**config.mk**
```make
export PLATFORM = sky130hd
export DESIGN_NAME = qenc_timer
export DESIGN_NICKNAME = d
export VERILOG_FILES = /design/src/rtl/qenc_pkg.sv /design/src/rtl/qenc_sync.sv /design/src/rtl/qenc_decode.sv /design/src/rtl/qenc_core.sv /design/src/rtl/qenc_timer.sv
export SDC_FILE = /design/constraint.sdc
export NUM_CORES = 1
export LEC_CHECK = 0
export BUFFER_PORTS_ARGS = -buffer_cell sky130_fd_sc_hd__buf_2
export CAP_MARGIN = 20
export CORE_UTILIZATION = 45
export CTS_CLUSTER_SIZE = 12
export DETAILED_ROUTE_END_ITERATION = 6
export RECOVER_POWER = 100
export SLEW_MARGIN = 10
export SYNTH_ARGS = -nofsm -noshare
export SYNTH_HDL_FRONTEND = slang
export SYNTH_SLANG_ARGS = --single-unit
```
**constraint.sdc**
```tcl
create_clock -name clk -period 4.65 [get_ports clk]
set_input_delay 0.6975 -clock clk [delete_from_list [all_inputs] [get_ports clk]]
set_output_delay 0.6975 -clock clk [all_outputs]
set_load 0.01 [all_outputs]
```
**src/rtl/qenc_pkg.sv**
```systemverilog
package qenc_pkg;

    localparam int ADDR_W       = 3;
    localparam int CTRL_RUN_BIT = 0;
    localparam int CTRL_DIR_BIT = 1;
    localparam int CTRL_BUF_BIT = 2;
    localparam int UPD_TRIG_BIT = 0;

    typedef enum logic [1:0] {
        MODE_TIMER   = 2'd0,
        MODE_EDGE_A  = 2'd1,
        MODE_EDGE_B  = 2'd2,
        MODE_EDGE_AB = 2'd3
    } cnt_mode_e;

    typedef enum logic [ADDR_W-1:0] {
        RA_CTRL   = 3'd0,
        RA_MODE   = 3'd1,
        RA_COUNT  = 3'd2,
        RA_CEIL   = 3'd3,
        RA_UPDATE = 3'd4
    } reg_addr_e;

    // present and previous synchronised samples of both pins
    typedef struct packed {
        logic a_now;
        logic a_old;
        logic b_now;
        logic b_old;
    } pin_view_t;

    typedef struct packed {
        logic step;
        logic down;
    } step_t;

    // direction of a single-pin quadrature edge, given the new levels
    function automatic logic down_for_a(input logic a, input logic b);
        return a ^ b;
    endfunction

    function automatic logic down_for_b(input logic a, input logic b);
        return ~(a ^ b);
    endfunction

endpackage

```
**src/rtl/qenc_sync.sv**
```systemverilog
module qenc_sync
    import qenc_pkg::*;
#(
    parameter int SYNC_STAGES = 2
) (
    input  logic      clk,
    input  logic      rst,
    input  logic      pin_a,
    input  logic      pin_b,
    output pin_view_t view
);
    localparam int NCH = 2;

    logic [NCH-1:0] raw;
    logic [NCH-1:0] now_v;
    logic [NCH-1:0] old_v;

    assign raw = {pin_b, pin_a};

    generate
        for (genvar ch = 0; ch < NCH; ch++) begin : g_ch
            // stages 0..SYNC_STAGES-1 resynchronise, the last one keeps history
            logic [SYNC_STAGES:0] shreg;
            always_ff @(posedge clk) begin
                if (rst) shreg <= '0;
                else     shreg <= {shreg[SYNC_STAGES-1:0], raw[ch]};
            end
            assign now_v[ch] = shreg[SYNC_STAGES-1];
            assign old_v[ch] = shreg[SYNC_STAGES];
        end
    endgenerate

    assign view.a_now = now_v[0];
    assign view.a_old = old_v[0];
    assign view.b_now = now_v[1];
    assign view.b_old = old_v[1];

endmodule

```
**src/rtl/qenc_decode.sv**
```systemverilog
module qenc_decode
    import qenc_pkg::*;
(
    input  logic      clk,
    input  logic      rst,
    input  logic      run,
    input  cnt_mode_e mode,
    input  pin_view_t view,
    output step_t     st
);
    logic a_edge;
    logic b_edge;

    assign a_edge = view.a_now ^ view.a_old;
    assign b_edge = view.b_now ^ view.b_old;

    always_comb begin
        st = '0;
        if (run) begin
            unique case (mode)
                MODE_TIMER: begin
                    st.step = 1'b1;
                    st.down = 1'b0;
                end
                MODE_EDGE_A: begin
                    st.step = a_edge & ~b_edge;
                    st.down = down_for_a(view.a_now, view.b_now);
                end
                MODE_EDGE_B: begin
                    st.step = b_edge & ~a_edge;
                    st.down = down_for_b(view.a_now, view.b_now);
                end
                MODE_EDGE_AB: begin
                    st.step = a_edge ^ b_edge;
                    st.down = a_edge ? down_for_a(view.a_now, view.b_now)
                                     : down_for_b(view.a_now, view.b_now);
                end
                default: st = '0;
            endcase
        end
    end

    AST_NO_DOUBLE_STEP: assert property (@(posedge clk) disable iff (rst)
        (mode != MODE_TIMER && a_edge && b_edge) |-> !st.step);

    AST_IDLE_NO_STEP: assert property (@(posedge clk) disable iff (rst)
        !run |-> !st.step);

endmodule

```
**src/rtl/qenc_core.sv**
```systemverilog
module qenc_core
    import qenc_pkg::*;
#(
    parameter int CNT_W = 16
) (
    input  logic             clk,
    input  logic             rst,
    input  logic             buffered,
    input  step_t            st,
    input  logic             cnt_we,
    input  logic             ceil_we,
    input  logic             upd_req,
    input  logic [CNT_W-1:0] wdata,
    output logic [CNT_W-1:0] cnt_q,
    output logic [CNT_W-1:0] ceil_q,
    output logic             down_q
);
    localparam logic [CNT_W-1:0] CNT_ONE = CNT_W'(1);
    localparam logic [CNT_W-1:0] CNT_TOP = '1;

    logic [CNT_W-1:0] shadow_q;
    logic [CNT_W-1:0] ceil_nxt;
    logic [CNT_W-1:0] shadow_nxt;
    logic [CNT_W-1:0] cand;
    logic [CNT_W-1:0] cnt_nxt;
    logic             wrap;
    logic             upd_evt;

    assign wrap    = st.step & ~cnt_we &
                     (st.down ? (cnt_q == '0) : (cnt_q >= ceil_q));
    assign upd_evt = upd_req | wrap;

    always_comb begin
        shadow_nxt = ceil_we ? wdata : shadow_q;
        if (ceil_we && !buffered) ceil_nxt = wdata;
        else if (upd_evt)         ceil_nxt = shadow_q;
        else                      ceil_nxt = ceil_q;
    end

    always_comb begin
        if (cnt_we)
            cand = (wdata <= ceil_q) ? wdata : cnt_q;
        else if (st.step && st.down)
            cand = (cnt_q == '0) ? ceil_nxt : cnt_q - CNT_ONE;
        else if (st.step)
            cand = wrap ? '0 : cnt_q + CNT_ONE;
        else
            cand = cnt_q;
        cnt_nxt = (cand > ceil_nxt) ? '0 : cand;
    end

    always_ff @(posedge clk) begin
        if (rst) begin
            cnt_q    <= '0;
            ceil_q   <= CNT_TOP;
            shadow_q <= CNT_TOP;
            down_q   <= 1'b0;
        end else begin
            cnt_q    <= cnt_nxt;
            ceil_q   <= ceil_nxt;
            shadow_q <= shadow_nxt;
            if (st.step) down_q <= st.down;
        end
    end

    AST_CNT_IN_RANGE: assert property (@(posedge clk) disable iff (rst)
        cnt_q <= ceil_q);

    AST_WRAP_UP: assert property (@(posedge clk) disable iff (rst)
        (st.step && !st.down && !cnt_we && cnt_q == ceil_q) |=> (cnt_q == '0));

    AST_WRAP_DOWN: assert property (@(posedge clk) disable iff (rst)
        (st.step && st.down && !cnt_we && cnt_q == '0) |=> (cnt_q == ceil_q));

    AST_CEIL_DIRECT: assert property (@(posedge clk) disable iff (rst)
        (ceil_we && !buffered) |=> (ceil_q == $past(wdata)));

    AST_SW_WINS: assert property (@(posedge clk) disable iff (rst)
        (cnt_we && !ceil_we && !upd_req && wdata <= ceil_q) |=> (cnt_q == $past(wdata)));

endmodule

```
**src/rtl/qenc_timer.sv**
```systemverilog
module qenc_timer
    import qenc_pkg::*;
#(
    parameter int CNT_W       = 16,
    parameter int SYNC_STAGES = 2
) (
    input  logic              clk,
    input  logic              rst,
    input  logic              pin_a,
    input  logic              pin_b,
    input  logic              reg_we,
    input  logic [ADDR_W-1:0] reg_addr,
    input  logic [CNT_W-1:0]  reg_wdata,
    output logic [CNT_W-1:0]  reg_rdata
);
    reg_addr_e        addr;
    logic             run_q;
    logic             buf_q;
    cnt_mode_e        mode_q;
    logic             ctrl_we;
    logic             mode_we;
    logic             cnt_we;
    logic             ceil_we;
    logic             upd_req;
    pin_view_t        view;
    step_t            st;
    logic [CNT_W-1:0] cnt;
    logic [CNT_W-1:0] ceil;
    logic             down;

    assign addr    = reg_addr_e'(reg_addr);
    assign ctrl_we = reg_we && addr == RA_CTRL;
    assign mode_we = reg_we && addr == RA_MODE;
    assign cnt_we  = reg_we && addr == RA_COUNT;
    assign ceil_we = reg_we && addr == RA_CEIL;
    assign upd_req = reg_we && addr == RA_UPDATE && reg_wdata[UPD_TRIG_BIT];

    always_ff @(posedge clk) begin
        if (rst) begin
            run_q  <= 1'b0;
            buf_q  <= 1'b0;
            mode_q <= MODE_TIMER;
        end else begin
            if (ctrl_we) begin
                run_q <= reg_wdata[CTRL_RUN_BIT];
                buf_q <= reg_wdata[CTRL_BUF_BIT];
            end
            if (mode_we) mode_q <= cnt_mode_e'(reg_wdata[1:0]);
        end
    end

    qenc_sync #(.SYNC_STAGES(SYNC_STAGES)) u_sync (
        .clk   (clk),
        .rst   (rst),
        .pin_a (pin_a),
        .pin_b (pin_b),
        .view  (view)
    );

    qenc_decode u_decode (
        .clk  (clk),
        .rst  (rst),
        .run  (run_q),
        .mode (mode_q),
        .view (view),
        .st   (st)
    );

    qenc_core #(.CNT_W(CNT_W)) u_core (
        .clk      (clk),
        .rst      (rst),
        .buffered (buf_q),
        .st       (st),
        .cnt_we   (cnt_we),
        .ceil_we  (ceil_we),
        .upd_req  (upd_req),
        .wdata    (reg_wdata),
        .cnt_q    (cnt),
        .ceil_q   (ceil),
        .down_q   (down)
    );

    always_comb begin
        reg_rdata = '0;
        unique case (addr)
            RA_CTRL: begin
                reg_rdata[CTRL_RUN_BIT] = run_q;
                reg_rdata[CTRL_DIR_BIT] = down;
                reg_rdata[CTRL_BUF_BIT] = buf_q;
            end
            RA_MODE:  reg_rdata[1:0] = mode_q;
            RA_COUNT: reg_rdata = cnt;
            RA_CEIL:  reg_rdata = ceil;
            default:  reg_rdata = '0;
        endcase
    end

    AST_FROZEN_WHEN_IDLE: assert property (@(posedge clk) disable iff (rst)
        (!run_q && !cnt_we && !ceil_we && !upd_req) |=> $stable(cnt));

    AST_TIMER_STEP: assert property (@(posedge clk) disable iff (rst)
        (run_q && mode_q == MODE_TIMER && !reg_we && cnt < ceil) |=> (cnt == $past(cnt) + 1'b1));

endmodule

```
# [Word-level counts from Yosys, hierarchy flattened]
# Cells that the tools add are included.
[word_totals] register_bits=59 latchBits=0 mem_bits_rw=0 romBits=0 input_bits=24 out_inout_bits=16 word_cells=62 mem_count=0
[classes] addsub=2 n_mul=0 n_div=0 order_cmp=3 n_eq_ne=7 n_shift=0 n_mux=15 bitwise=13 reduce_logical=13
[op_table] cell="16-bit two-way mux" count=8
[op_table] cell="13-bit case mux with 2 select lines" count=1
[op_table] cell="16-bit by 1-bit adder with 16-bit output (second input constant)" count=1
[op_table] cell="16-bit greater-or-equal comparator" count=1
[op_table] cell="16-bit > comparator" count=1
[op_table] cell="16-bit <= comparator" count=1
[op_table] cell="16-bit logical NOT" count=1
[op_table] cell="2-bit case mux with 4 select lines" count=2
[op_table] cell="16-bit by 1-bit subtractor with 16-bit output (second input constant)" count=1
[op_table] cell="1-bit logical AND" count=8
[op_table] cell="3-bit by 2-bit equality test with 1-bit output (second input constant)" count=2
[op_table] cell="1-bit AND" count=4
[op_table] cell="2-bit equality test (second input constant)" count=2
[op_table] cell="1-bit inverter" count=4
[op_table] cell="1-bit bitwise XOR" count=4
[op_table] cell="3-bit by 1-bit equality test with 1-bit output (second input constant)" count=1
[op_table] cell="3-bit equality test (second input constant)" count=1
[op_table] cell="3-bit logical NOT" count=1
[op_table] cell="1-bit case mux with 3 select lines" count=1
[op_table] cell="2-bit by 1-bit equality test with 1-bit output (second input constant)" count=1
[op_table] cell="2-bit logical NOT" count=1
[op_table] cell="1-bit two-way mux" count=2
[op_table] cell="2-bit two-way mux" count=1
[op_table] cell="2-bit OR reduction" count=1
[op_table] cell="2 further kinds" count=2

# [Logic depth before layout (Yosys ltp)]
# Gate-level depths: netlist of run 1.
[depth] ltp_word=15 depth_mapped=22 ltp_nobuf=20

# [Hierarchy]
# From an unflattened synthesis of run 1, not the netlist that was laid out.
[unflattened] cells_unflattened=638 area_unflattened_um2=5424.0
[modules_own_cells] mod="qenc_core" n_inst=1 cells_each=539 area_per_inst_um2=4545.6 seq_area_each_um2=980.9
[modules_own_cells] mod="qenc_timer" n_inst=1 cells_each=59 area_per_inst_um2=520.5 seq_area_each_um2=80.1
[modules_own_cells] mod="qenc_sync" n_inst=1 cells_each=16 area_per_inst_um2=187.7 seq_area_each_um2=120.1
[modules_own_cells] mod="qenc_decode" n_inst=1 cells_each=24 area_per_inst_um2=170.2 seq_area_each_um2=0.0

# [Worst setup path before layout of run 1]
# OpenSTA, ideal clock, no wires.
[synth_path] path_type="flip-flop to flip-flop" startpoint="reg u_core.cnt_q[4]" endpoint="reg u_core.cnt_q[0]" setup_time_ns=0.058 t_arrival_ns=4.926 required_ns=4.592 path_slack_ns=-0.334 path_stages_with_launch=21 path_buffers=3 period_less_slack_ns=4.984 cell_sequence="dfxtp_1 buf_2 or4_4 or4_4 or4_1 buf_2 a21boi_2 a21boi_4 nor2_1 mux2i_1 mux2_2 ha_1 a41o_1 a21o_1 a2111oi_0 o21ai_0 o21ai_0 a31oi_1 clkbuf_1 a21oi_1 o21a_1"
[synth_between] elab_chain_cells=11 word_cells_on_any_way=17 classes_between="2 x add/sub; 2 x order compare; 9 x mux; 2 x bitwise; 2 x reduce/logical"
[synth_rtl] item="start: declaration" line="qenc_core.sv:14" rtl="output logic [CNT_W-1:0] cnt_q,"
[synth_rtl] item="start signal: assignment" line="qenc_core.sv:59" rtl="cnt_q <= cnt_nxt;"
[synth_rtl] item="16-bit greater-or-equal comparator / 16-bit logical NOT (equally long branches)" line="qenc_core.sv:30, qenc_core.sv:44"
[synth_rtl] item="1-bit two-way mux" line="qenc_core.sv:30" rtl="(st.down ? (cnt_q == '0) : (cnt_q >= ceil_q));"
[synth_rtl] item="1-bit AND" line="qenc_core.sv:29" rtl="assign wrap = st.step & ~cnt_we &"
[synth_rtl] item="1-bit OR" line="qenc_core.sv:31" rtl="assign upd_evt = upd_req | wrap;"
[synth_rtl] item="16-bit two-way mux" line="qenc_core.sv:36" rtl="else if (upd_evt) ceil_nxt = shadow_q;"
[synth_rtl] item="16-bit two-way mux" line="qenc_core.sv:35" rtl="if (ceil_we && !buffered) ceil_nxt = wdata;"
[synth_rtl] item="16-bit two-way mux" line="qenc_core.sv:44" rtl="cand = (cnt_q == '0) ? ceil_nxt : cnt_q - CNT_ONE;"
[synth_rtl] item="16-bit two-way mux" line="qenc_core.sv:43" rtl="else if (st.step && st.down)"
[synth_rtl] item="16-bit two-way mux" line="qenc_core.sv:41" rtl="if (cnt_we)"
[synth_rtl] item="16-bit > comparator" line="qenc_core.sv:49" rtl="cnt_nxt = (cand > ceil_nxt) ? '0 : cand;"
[synth_rtl] item="2-bit OR reduction (no line)"
# Parallel ways exist; a longest one is shown, timed or not.
# A chain may end at the register's enable or synchronous reset.

# [Final worst setup path of run 1]
[layout_path] startpoint="reg u_core.cnt_q[2]" endpoint="reg u_core.cnt_q[3]"
# The elaborated chain is that of the path after synthesis.

==> flow_metrics.env, run 1 <==
export IMPL_wirelength_um=23900
export IMPL_cp_startpoint="u_core.cnt_q[2]"
export IMPL_die_w_um=113
export IMPL_start_util_pct=46.2
export IMPL_ctsHoldBuffers=0
export IMPL_cts_tree="done"
export IMPL_antenna_found_initial=0
export IMPL_ant_nets=0
export IMPL_syn_num_nets=792
export IMPL_grt_max_degree=27
export IMPL_yosys_top_cells_area="dfxtp_1 21%, ha_1 12%, mux2i_1 8.1%"
export IMPL_via_per_inst=6.14
export IMPL_rsz0062_at_grt="true"
export IMPL_route_detailed_drc=0
export IMPL_worst_slack_ns=-0.179
export IMPL_clk_pin_slew_worst_paths_ns=0.06
export IMPL_slew_viol_final=0
export IMPL_p_seq_share_pct=27.0
export IMPL_die_height_um=113
export IMPL_track_usage_pct=38.1
export IMPL_rows=40
export IMPL_worstPathMaxFanout=4
export IMPL_crit_type="reg2reg"
export IMPL_fmax_ghz=0.207
export IMPL_fin_crit_sh_pct=104
export IMPL_htree_levels=3
export IMPL_drive_gt1_share_pct=31.6
export IMPL_dr_pass1_iters=7
export IMPL_place_hpwl_um=18500
export IMPL_worstHoldStart="u_sync.g_ch[0].shreg[0]"
export IMPL_status="finished, violations left"
export IMPL_crit_required_ns=4.93
export IMPL_grt_pass1_vias=6192
export IMPL_violations="negative setup slack"
export IMPL_via_count=6532
export IMPL_post_route_min_period_ns=4.83
export IMPL_grt_remaining_overflow=0
export IMPL_leakagePower_nw=3.52
export IMPL_timing_slew_headroom_pct=16.4
export IMPL_clk_latency_ns=0.35
export IMPL_p_per_area_nw_per_um2=262
export IMPL_synth_area_um2=5580
export IMPL_worst_pin_slew_ns=1.25
export IMPL_synth_top_area_cell="dfxtp_1"
export IMPL_p_int_w=0.00136
export IMPL_hold_class="reg2reg"
export IMPL_core_area_um2=12100
export IMPL_synth_avg_cell_area_um2=7.79
export IMPL_yosys_warnings=0
export IMPL_dr_first_iter_drc_count=690
export IMPL_yosysUniqueCellTypes=77
export IMPL_cap_violations=0
export IMPL_synth_seq_area_share_pct=21.2
export IMPL_grt_pass1_wl_um=36300
export IMPL_cts_sinks=59
export IMPL_power_w=0.00203
export IMPL_wire_per_inst_um=22.5
export IMPL_p_sw_w=0.000668
export IMPL_clock_power_share_pct=39.9
export IMPL_cp_arrival_ns=5.11
export IMPL_cts_buffers_inserted=9
export IMPL_die_area_um2=12800
export IMPL_portBuffers=39
export IMPL_end_kind="register"
export IMPL_fin_nets=967
export IMPL_irDropWorstVdd_uv=168
export IMPL_cp_start_kind="register"
export IMPL_skew_ns=0.00752
export IMPL_setup_viol_count_final=16
export IMPL_timing_rr_start="u_core.cnt_q[2]"
export IMPL_async_flop_share_pct=0
export IMPL_gp_congestion=0.993
export IMPL_swShare_pct=32.9
export IMPL_netlist_instances=716
export IMPL_synth_main_ff_cell="dfxtp_1"
export IMPL_holdWs_ns=0.448
export IMPL_pin_count=40
export IMPL_combPwrFrac_pct=33.1
export IMPL_synth_top_area_share_pct=21.2
export IMPL_ctsLongestPathBuffers=2
export IMPL_cts_root_buf="clkbuf_16"
export IMPL_synth_edff_count=0
export IMPL_n_antenna_cell=0
export IMPL_hold_violations=0
export IMPL_ys_seq_elements=59
export IMPL_area_growth_pct=39.2
-- cells in the mapped netlist (all sizes together) (7+ instances only) --
cell type / number
nand3: 20
nor3: 31
a21oi: 44
clkbuf: 39
o21a: 7
a211oi: 19
nor2b: 15
a21o: 9
nand2: 60
buf: 7
o21ai: 27
a21boi: 9
or4: 7
nand2b: 10
xnor2: 11
mux2i: 46
o31ai: 9
nand4: 14
dfxtp: 59
xor2: 13
ha: 52
inv: 35
a31oi: 7
nor2: 75
-- cells by family (layout without fill, tap and decap cells) --
family	Yosys count	count (layout)	share of synthesized area (%)
AND/OR/NAND/NOR	265	265	23.5
AO/OA/AOI/OAI	181	181	23.9
buffers and inverters	82	262	5.86
flip-flops	59	59	21.2
multiplexers	53	53	10.1
adder cells (fa/ha/maj)	52	52	11.7
XOR/XNOR	24	24	3.77
-- layout by cell type, fill, tap and decap left out, types with 15 or more instances in the layout --
cell | netlist | layout
buf_4 | 0 | 162
nor2_1 | 74 | 70
nand2_1 | 60 | 60
dfxtp_1 | 59 | 58
ha_1 | 52 | 51
mux2i_1 | 45 | 44
a21oi_1 | 41 | 36
inv_1 | 35 | 35
nor3_1 | 30 | 26
buf_2 | 3 | 21
nand3_1 | 20 | 20
clkbuf_1 | 39 | 20
o21ai_0 | 21 | 18
nor2b_1 | 15 | 15
-- final cells by class --
| cell class | instances | area, um2 |
|---|---|---|
| sequential | 59 | 1180 |
| fill | 1106 | 4300 |
| timing repair buffer | 210 | 1510 |
| multi-input combinational | 575 | 4370 |
| clock inverter | 6 | 113 |
| tap | 168 | 210 |
| clock buffer | 10 | 239 |
| inverter | 36 | 135 |
-- power groups by stage --
stage                     Combinational [W]  Clock [W]  Sequential [W]
after global routing               0.000717   0.000835        0.000549
after CTS                          0.000636   0.000811        0.000547
after global placement             0.000608          0        0.000557
final                              0.000672   0.000810        0.000548
after floorplan                    0.000333          0        0.000556
after detailed placement           0.000614          0        0.000558
-- final timing paths --
check	to	slack, ns	cells after the start
max	u_core.cnt_q[3]	-0.18	20
min	u_sync.g_ch[0].shreg[1]	0.45	1
max reg2reg	u_core.cnt_q[3]	-0.18	20
min reg2reg	u_sync.g_ch[0].shreg[1]	0.45	1
-- metrics by stage --
stage	cell area (um2)	worst slack [ns]	setup TNS (ns)	cells	utilization [%]
2_1_floorplan	5630	-0.0219	-0.0296	716	-
3_3_place_gp	7080	-0.684	-9.24	1039	58.7
3_5_place_dp	7080	-0.691	-8.96	1039	58.7
4_1_cts	7610	-0.180	-1.01	1058	63.1
5_1_grt	7760	-0.324	-3.93	1064	64.3
6_report	7760	-0.179	-1.59	1064	64.3
-- per-layer routing --
metal	track usage, %	up-vias	wire length [um]	part of all wire, %
met1	53.6	3139	11000	46
met3	8.89	53	2270	9.5
met5	0	-	0	0
met4	14.0	0	701	2.9
li1	-	2990	-	-
met2	56.4	350	10000	42
-- worst max-delay path, cell delays in order, from the launching register on --
cell	delay, ns
dfxtp_2	0.33
or4_4	0.53
or4_4	0.49
or4_4	0.45
a21boi_4	0.19
a21boi_4	0.27
buf_12	0.15
nor2_4	0.05
mux2i_2	0.18
mux2_4	0.29
ha_4	0.22
a41o_1	0.23
a21o_1	0.20
a2111oi_4	0.30
o21ai_2	0.10
o21ai_2	0.19
a31oi_4	0.06
buf_4	0.15
buf_6	0.12
a21o_1	0.15
a21oi_1	0.10
-- state kept, by name (all words and copies together), names as in the netlist --
| name | flops |
|---|---|
| u_core.cnt_q | 16 |
| mode_q | 2 |
| run_q | 1 |
| u_sync.g_ch.shreg | 6 |
| buf_q | 1 |
| u_core.shadow_q | 16 |
| u_core.down_q | 1 |
| u_core.ceil_q | 16 |
-- what timing repair did --
item,CTS,global route
gates resized for setup,28,21
pin swaps,8,8
gates cloned,1,0
setup buffers,3,6
setup endpoints to repair,16,16
hold endpoints to repair,0,0
(Power assumes the default switching activity.)
==> inputs of run 2 (changes only) <==
--- a/config.mk
+++ b/config.mk
@@ -7,9 +7,10 @@
 export LEC_CHECK = 0
 export BUFFER_PORTS_ARGS = -buffer_cell sky130_fd_sc_hd__buf_2
 export CAP_MARGIN = 20
-export CORE_UTILIZATION = 45
+export CORE_UTILIZATION = 55
 export CTS_CLUSTER_SIZE = 12
 export DETAILED_ROUTE_END_ITERATION = 6
+export PLACE_DENSITY = 0.77
 export RECOVER_POWER = 100
 export SLEW_MARGIN = 10
 export SYNTH_ARGS = -nofsm -noshare
==> flow_metrics.env, run 2 (same netlist as run 1, synthesis figures left out) <==
export IMPL_n_antenna_cell=0
export IMPL_layout_cells_non_filler=1042
export IMPL_hold_class="reg2reg"
export IMPL_ctsLongestPathBuffers=2
export IMPL_layout_commonest_cell="buf_4"
export IMPL_die_w_um=103
export IMPL_leakagePower_nw=3.51
export IMPL_dr_pass1_iters=5
export IMPL_fill_cells=750
export IMPL_irDropWorstVdd_uv=181
export IMPL_grt_pass1_wl_um=34900
export IMPL_rsz0062_at_grt="true"
export IMPL_fmax_ghz=0.208
export IMPL_post_route_min_period_ns=4.81
export IMPL_grt_max_degree=27
export IMPL_cts_root_buf="clkbuf_8"
export IMPL_cp_arrival_ns=5.11
export IMPL_start_util_pct=56.8
export IMPL_clk_latency_ns=0.36
export IMPL_cts_sinks=59
export IMPL_worst_slack_ns=-0.158
export IMPL_clk_pin_slew_worst_paths_ns=0.07
export IMPL_cap_violations=0
export IMPL_slew_viol_final=0
export IMPL_cts_buffers_inserted=9
export IMPL_gp_congestion=1.13
export IMPL_p_per_area_nw_per_um2=231
export IMPL_mostFrequentLayoutCells="170 x buf_4, 72 x nor2_1, 59 x nand2_1"
export IMPL_worstPathMaxFanout=6
export IMPL_violations="negative setup slack"
export IMPL_crit_required_ns=4.95
export IMPL_antenna_found_initial=0
export IMPL_htree_levels=3
export IMPL_via_count=6733
export IMPL_setup_viol_count_final=13
export IMPL_skew_ns=0.0114
export IMPL_portBuffers=39
export IMPL_end_kind="register"
export IMPL_pin_count=40
export IMPL_holdWs_ns=0.466
export IMPL_grt_pass1_vias=6382
export IMPL_crit_type="reg2reg"
export IMPL_core_area_um2=9820
export IMPL_dr_first_iter_drc_count=661
export IMPL_wire_per_inst_um=22.2
export IMPL_wirelength_um=23100
export IMPL_place_hpwl_um=17500
export IMPL_hold_violations=0
export IMPL_die_area_um2=10500
export IMPL_grt_remaining_overflow=0
export IMPL_ant_nets=0
export IMPL_route_detailed_drc=0
export IMPL_cts_tree="done"
export IMPL_status="finished, violations left"
export IMPL_placedCellCount=1016
export IMPL_area_growth_pct=37.6
export IMPL_top_regs="u_core.ceil_q (16), u_core.cnt_q (16), u_core.shadow_q (16)"
export IMPL_fin_crit_sh_pct=103
export IMPL_fin_nets=980
export IMPL_rows=36
export IMPL_track_usage_pct=45.4
export IMPL_ctsHoldBuffers=0
export IMPL_cp_start_kind="register"
export IMPL_timing_slew_headroom_pct=3.34
export IMPL_drive_gt1_share_pct=32.1
export IMPL_via_per_inst=6.46
export IMPL_die_height_um=103
export IMPL_worst_pin_slew_ns=1.45
run 2: cell types whose count changed in the layout (fill, tap and decap cells not counted), moves of 6 or more:
cell / before / now
clkbuf_8: 1 / 11
clkbuf_16: 9 / 0
buf_4: 162 / 170
buf_6: 3 / 9
run 2: worst paths after layout:
check | cells past startpoint | startpoint | endpoint | slack [ns]
max | 19 | u_core.cnt_q[2] | u_core.cnt_q[2] | -0.16
min | 2 | u_core.down_q | u_core.down_q | 0.47
max reg2reg | 19 | u_core.cnt_q[2] | u_core.cnt_q[2] | -0.16
min reg2reg | 2 | u_core.down_q | u_core.down_q | 0.47
run 2: final cells by class:
| cell class | count | area [um2] | area share [%] |
|---|---|---|---|
| Clock buffer | 12 | 155 | 2.02 |
| Clock inverter | 4 | 72.6 | 0.946 |
| Inverter | 36 | 135 | 1.76 |
| Multi-Input combinational cell | 575 | 4370 | 57.0 |
| Sequential cell | 59 | 1180 | 15.4 |
| Tap cell | 133 | 166 | 2.17 |
| Timing Repair Buffer | 223 | 1590 | 20.7 |
run 2: metrics by stage:
step / setup slack (ns) / TNS [ns] / total power, W / util, % / instance area [um2]
after floorplan: -0.0219 / -0.0296 / 0.000889 / - / 5630
after global placement: -0.535 / -6.61 / 0.00114 / 72.3 / 7100
after detailed placement: -0.586 / -7.05 / 0.00116 / 72.3 / 7100
after CTS: -0.159 / -0.861 / 0.00173 / 76.8 / 7540
after global routing: -0.271 / -2.77 / 0.00184 / 78.2 / 7670
final: -0.158 / -1.08 / 0.00177 / 78.2 / 7670
run 2: layer usage:
metal	wire length, um	global-route usage (%)
met4	1200	25.2
met2	9600	65.5
met5	0	0
met3	3230	15.9
met1	9080	58.7
run 2: timing repair:
action	in CTS	in global routing
endpoints found under the setup margin	16	16
resized for setup	32	21
pin swaps	10	8
buffers inserted	7	4
run 2: power breakdown:
part	switching, W	leakage, nW	internal (W)	total (W)
Combinational	0.000378	2.92	0.000296	0.000674
Sequential	0.0000181	0.482	0.000529	0.000547
Clock	0.000222	0.113	0.000330	0.000552
run 2: critical path, stage by stage, from the launching register on:
cell and delay (ns):
dfxtp_2 0.33, or4_4 0.54, or4_4 0.50, or4_4 0.46, a21boi_4 0.19, a21boi_4 0.23, buf_6 0.16, nor2_4 0.05
mux2i_2 0.19, mux2_4 0.29, ha_4 0.22, a41o_1 0.22, a21o_1 0.21, a2111oi_4 0.31, o21ai_2 0.09, o21ai_1 0.17
a31oi_2 0.07, buf_6 0.16, a311oi_2 0.21, o31a_1 0.17
==> inputs of run 3 (changes only) <==
==> constraint.sdc (replaced) <==
create_clock -name clk -period 4.65 [get_ports clk]
set_input_delay 0.93 -clock clk [delete_from_list [all_inputs] [get_ports clk]]
set_output_delay 0.93 -clock clk [all_outputs]
set_load 0.01 [all_outputs]
==> flow_metrics.env, run 3 (same netlist as run 1, synthesis figures left out) <==
export IMPL_worst_pin_slew_ns=0.912
export IMPL_portBuffers=39
export IMPL_max_stage_delay_ns=0.53
export IMPL_cp_start_kind="register"
export IMPL_cts_sinks=59
export IMPL_wirelength_um=23900
export IMPL_worstPathMaxFanout=6
export IMPL_leakagePower_nw=3.62
export IMPL_clock_power_share_pct=29.1
export IMPL_ctsHoldBuffers=0
export IMPL_core_area_um2=9820
export IMPL_p_seq_share_pct=31.4
export IMPL_clk_pin_slew_worst_paths_ns=0.08
export IMPL_dr_pass1_iters=5
export IMPL_ant_nets=0
export IMPL_gp_congestion=1.04
export IMPL_dr_first_iter_drc_count=723
export IMPL_start_util_pct=56.8
export IMPL_htree_levels=3
export IMPL_end_kind="register"
export IMPL_hold_class="reg2reg"
export IMPL_holdWs_ns=0.460
export IMPL_worst_slack_ns=-0.271
export IMPL_via_count=6818
export IMPL_track_usage_pct=45.7
export IMPL_wire_per_inst_um=22.8
export IMPL_grt_remaining_overflow=0
export IMPL_via_per_inst=6.51
export IMPL_cp_arrival_ns=5.19
export IMPL_critical_path_top_delay_family="compound AO/OA/AOI/OAI gates"
export IMPL_p_per_area_nw_per_um2=224
export IMPL_grt_max_degree=27
export IMPL_route_detailed_drc=0
export IMPL_mostFrequentLayoutCells="178 x buf_4, 71 x nor2_1, 59 x nand2_1"
export IMPL_power_w=0.00174
export IMPL_p_int_w=0.00110
export IMPL_fmax_ghz=0.203
export IMPL_timing_slew_headroom_pct=38.8
export IMPL_place_area_um2=7190
export IMPL_fin_area_um2=7760
export IMPL_die_area_um2=10500
export IMPL_rsz0062_at_grt="true"
export IMPL_n_antenna_cell=0
export IMPL_path_buf_inv=5
export IMPL_fin_nets=986
export IMPL_critPathSlowestCell="or4_4"
export IMPL_status="finished, violations left"
export IMPL_ctsLongestPathBuffers=2
export IMPL_hold_violations=0
export IMPL_clk_latency_ns=0.37
export IMPL_post_route_min_period_ns=4.92
export IMPL_rows=36
export IMPL_pin_count=40
export IMPL_cap_violations=0
export IMPL_top_regs="u_core.ceil_q (16), u_core.cnt_q (16), u_core.shadow_q (16)"
export IMPL_place_hpwl_um=17700
export IMPL_violations="negative setup slack"
export IMPL_swShare_pct=36.7
export IMPL_layout_commonest_cell="buf_4"
export IMPL_antenna_found_initial=1
export IMPL_cts_root_buf="clkbuf_8"
export IMPL_slew_viol_final=0
export IMPL_grt_pass1_vias=6421
export IMPL_crit_chain="or4_4 -> or4_4 -> or4_4 -> a21boi_2 -> buf_4 -> o21ai_4 -> buf_6 -> a311oi_2 -> a211oi_2 -> o21ai_1 -> ha_1 -> nor2b_1 -> o21a_1 -> o21ai_1 -> a21oi_1 -> o31ai_2 -> buf_4 -> a31oi_2 -> buf_6 -> buf_6 -> a2111oi_4"
export IMPL_die_w_um=103
export IMPL_crit_required_ns=4.92
export IMPL_setup_viol_count_final=16
export IMPL_cts_buffers_inserted=9
export IMPL_fin_crit_sh_pct=106
export IMPL_die_height_um=103
export IMPL_skew_ns=0.0116
export IMPL_p_sw_w=0.000638
export IMPL_grt_pass1_wl_um=35400
export IMPL_cts_tree="done"
export IMPL_irDropWorstVdd_uv=176
export IMPL_combPwrFrac_pct=39.5
export IMPL_area_growth_pct=39.2
export IMPL_crit_type="reg2reg"
export IMPL_drive_gt1_share_pct=35.2
-- run 3: worst paths after layout --
check	slack, ns	start	end	cells after the start
max reg2reg	-0.27	u_core.cnt_q[3]	u_core.cnt_q[7]	21
min	0.46	u_sync.g_ch[1].shreg[0]	u_sync.g_ch[1].shreg[1]	1
min reg2reg	0.46	u_sync.g_ch[1].shreg[0]	u_sync.g_ch[1].shreg[1]	1
max	-0.27	u_core.cnt_q[3]	u_core.cnt_q[7]	21
-- run 3: layout make-up --
class                           instances  area (um2)
Clock buffer                           11         151
Clock inverter                          4        50.0
Fill cell                             725        2060
Inverter                               36         135
Multi-Input combinational cell        575        4380
Sequential cell                        59        1180
Tap cell                              133         166
Timing Repair Buffer                  229        1700
-- run 3: per-stage QoR --
step / util (%) / worst slack (ns) / instances / TNS, ns
floorplan: - / -0.0219 / 716 / -0.0296
global placement: 73.2 / -0.448 / 1022 / -5.56
detailed placement: 73.2 / -0.580 / 1022 / -7.28
CTS: 77.1 / -0.0499 / 1042 / -0.117
global route: 79.0 / -0.361 / 1047 / -3.99
finish: 79.0 / -0.271 / 1047 / -2.71
-- run 3: power groups by stage --
| stage | Clock (W) | Combinational [W] | Sequential [W] |
|---|---|---|---|
| after floorplan | 0 | 0.000334 | 0.000556 |
| after global placement | 0 | 0.000597 | 0.000555 |
| after detailed placement | 0 | 0.000609 | 0.000556 |
| after CTS | 0.000498 | 0.000633 | 0.000544 |
| after global routing | 0.000520 | 0.000721 | 0.000547 |
| final | 0.000506 | 0.000686 | 0.000545 |
-- run 3: worst register-to-register path, delay by kind of cell, from the launching register on --
kind	cells	cell delay, ns
compound gates	11	2.00
simple gates	4	1.53
buf+inv	5	0.74
flops	1	0.33
fa+ha+maj	1	0.22
-- run 3: repair_timing --
| item | in CTS | in global routing |
|---|---|---|
| resized for setup | 29 | 25 |
| setup buffers | 6 | 5 |
| pin swaps | 12 | 5 |
| gates cloned | 0 | 0 |
| setup endpoints to repair | 16 | 16 |
-- run 3: layer usage --
| layer | up-vias | share of wire (%) | global-route usage, % |
|---|---|---|---|
| met1 | 3230 | 40 | 58.6 |
| met4 | 0 | 5.5 | 23.8 |
| met3 | 122 | 13 | 14.6 |
| met5 | - | 0 | 0 |
| met2 | 455 | 42 | 68.3 |
| li1 | 3011 | - | - |
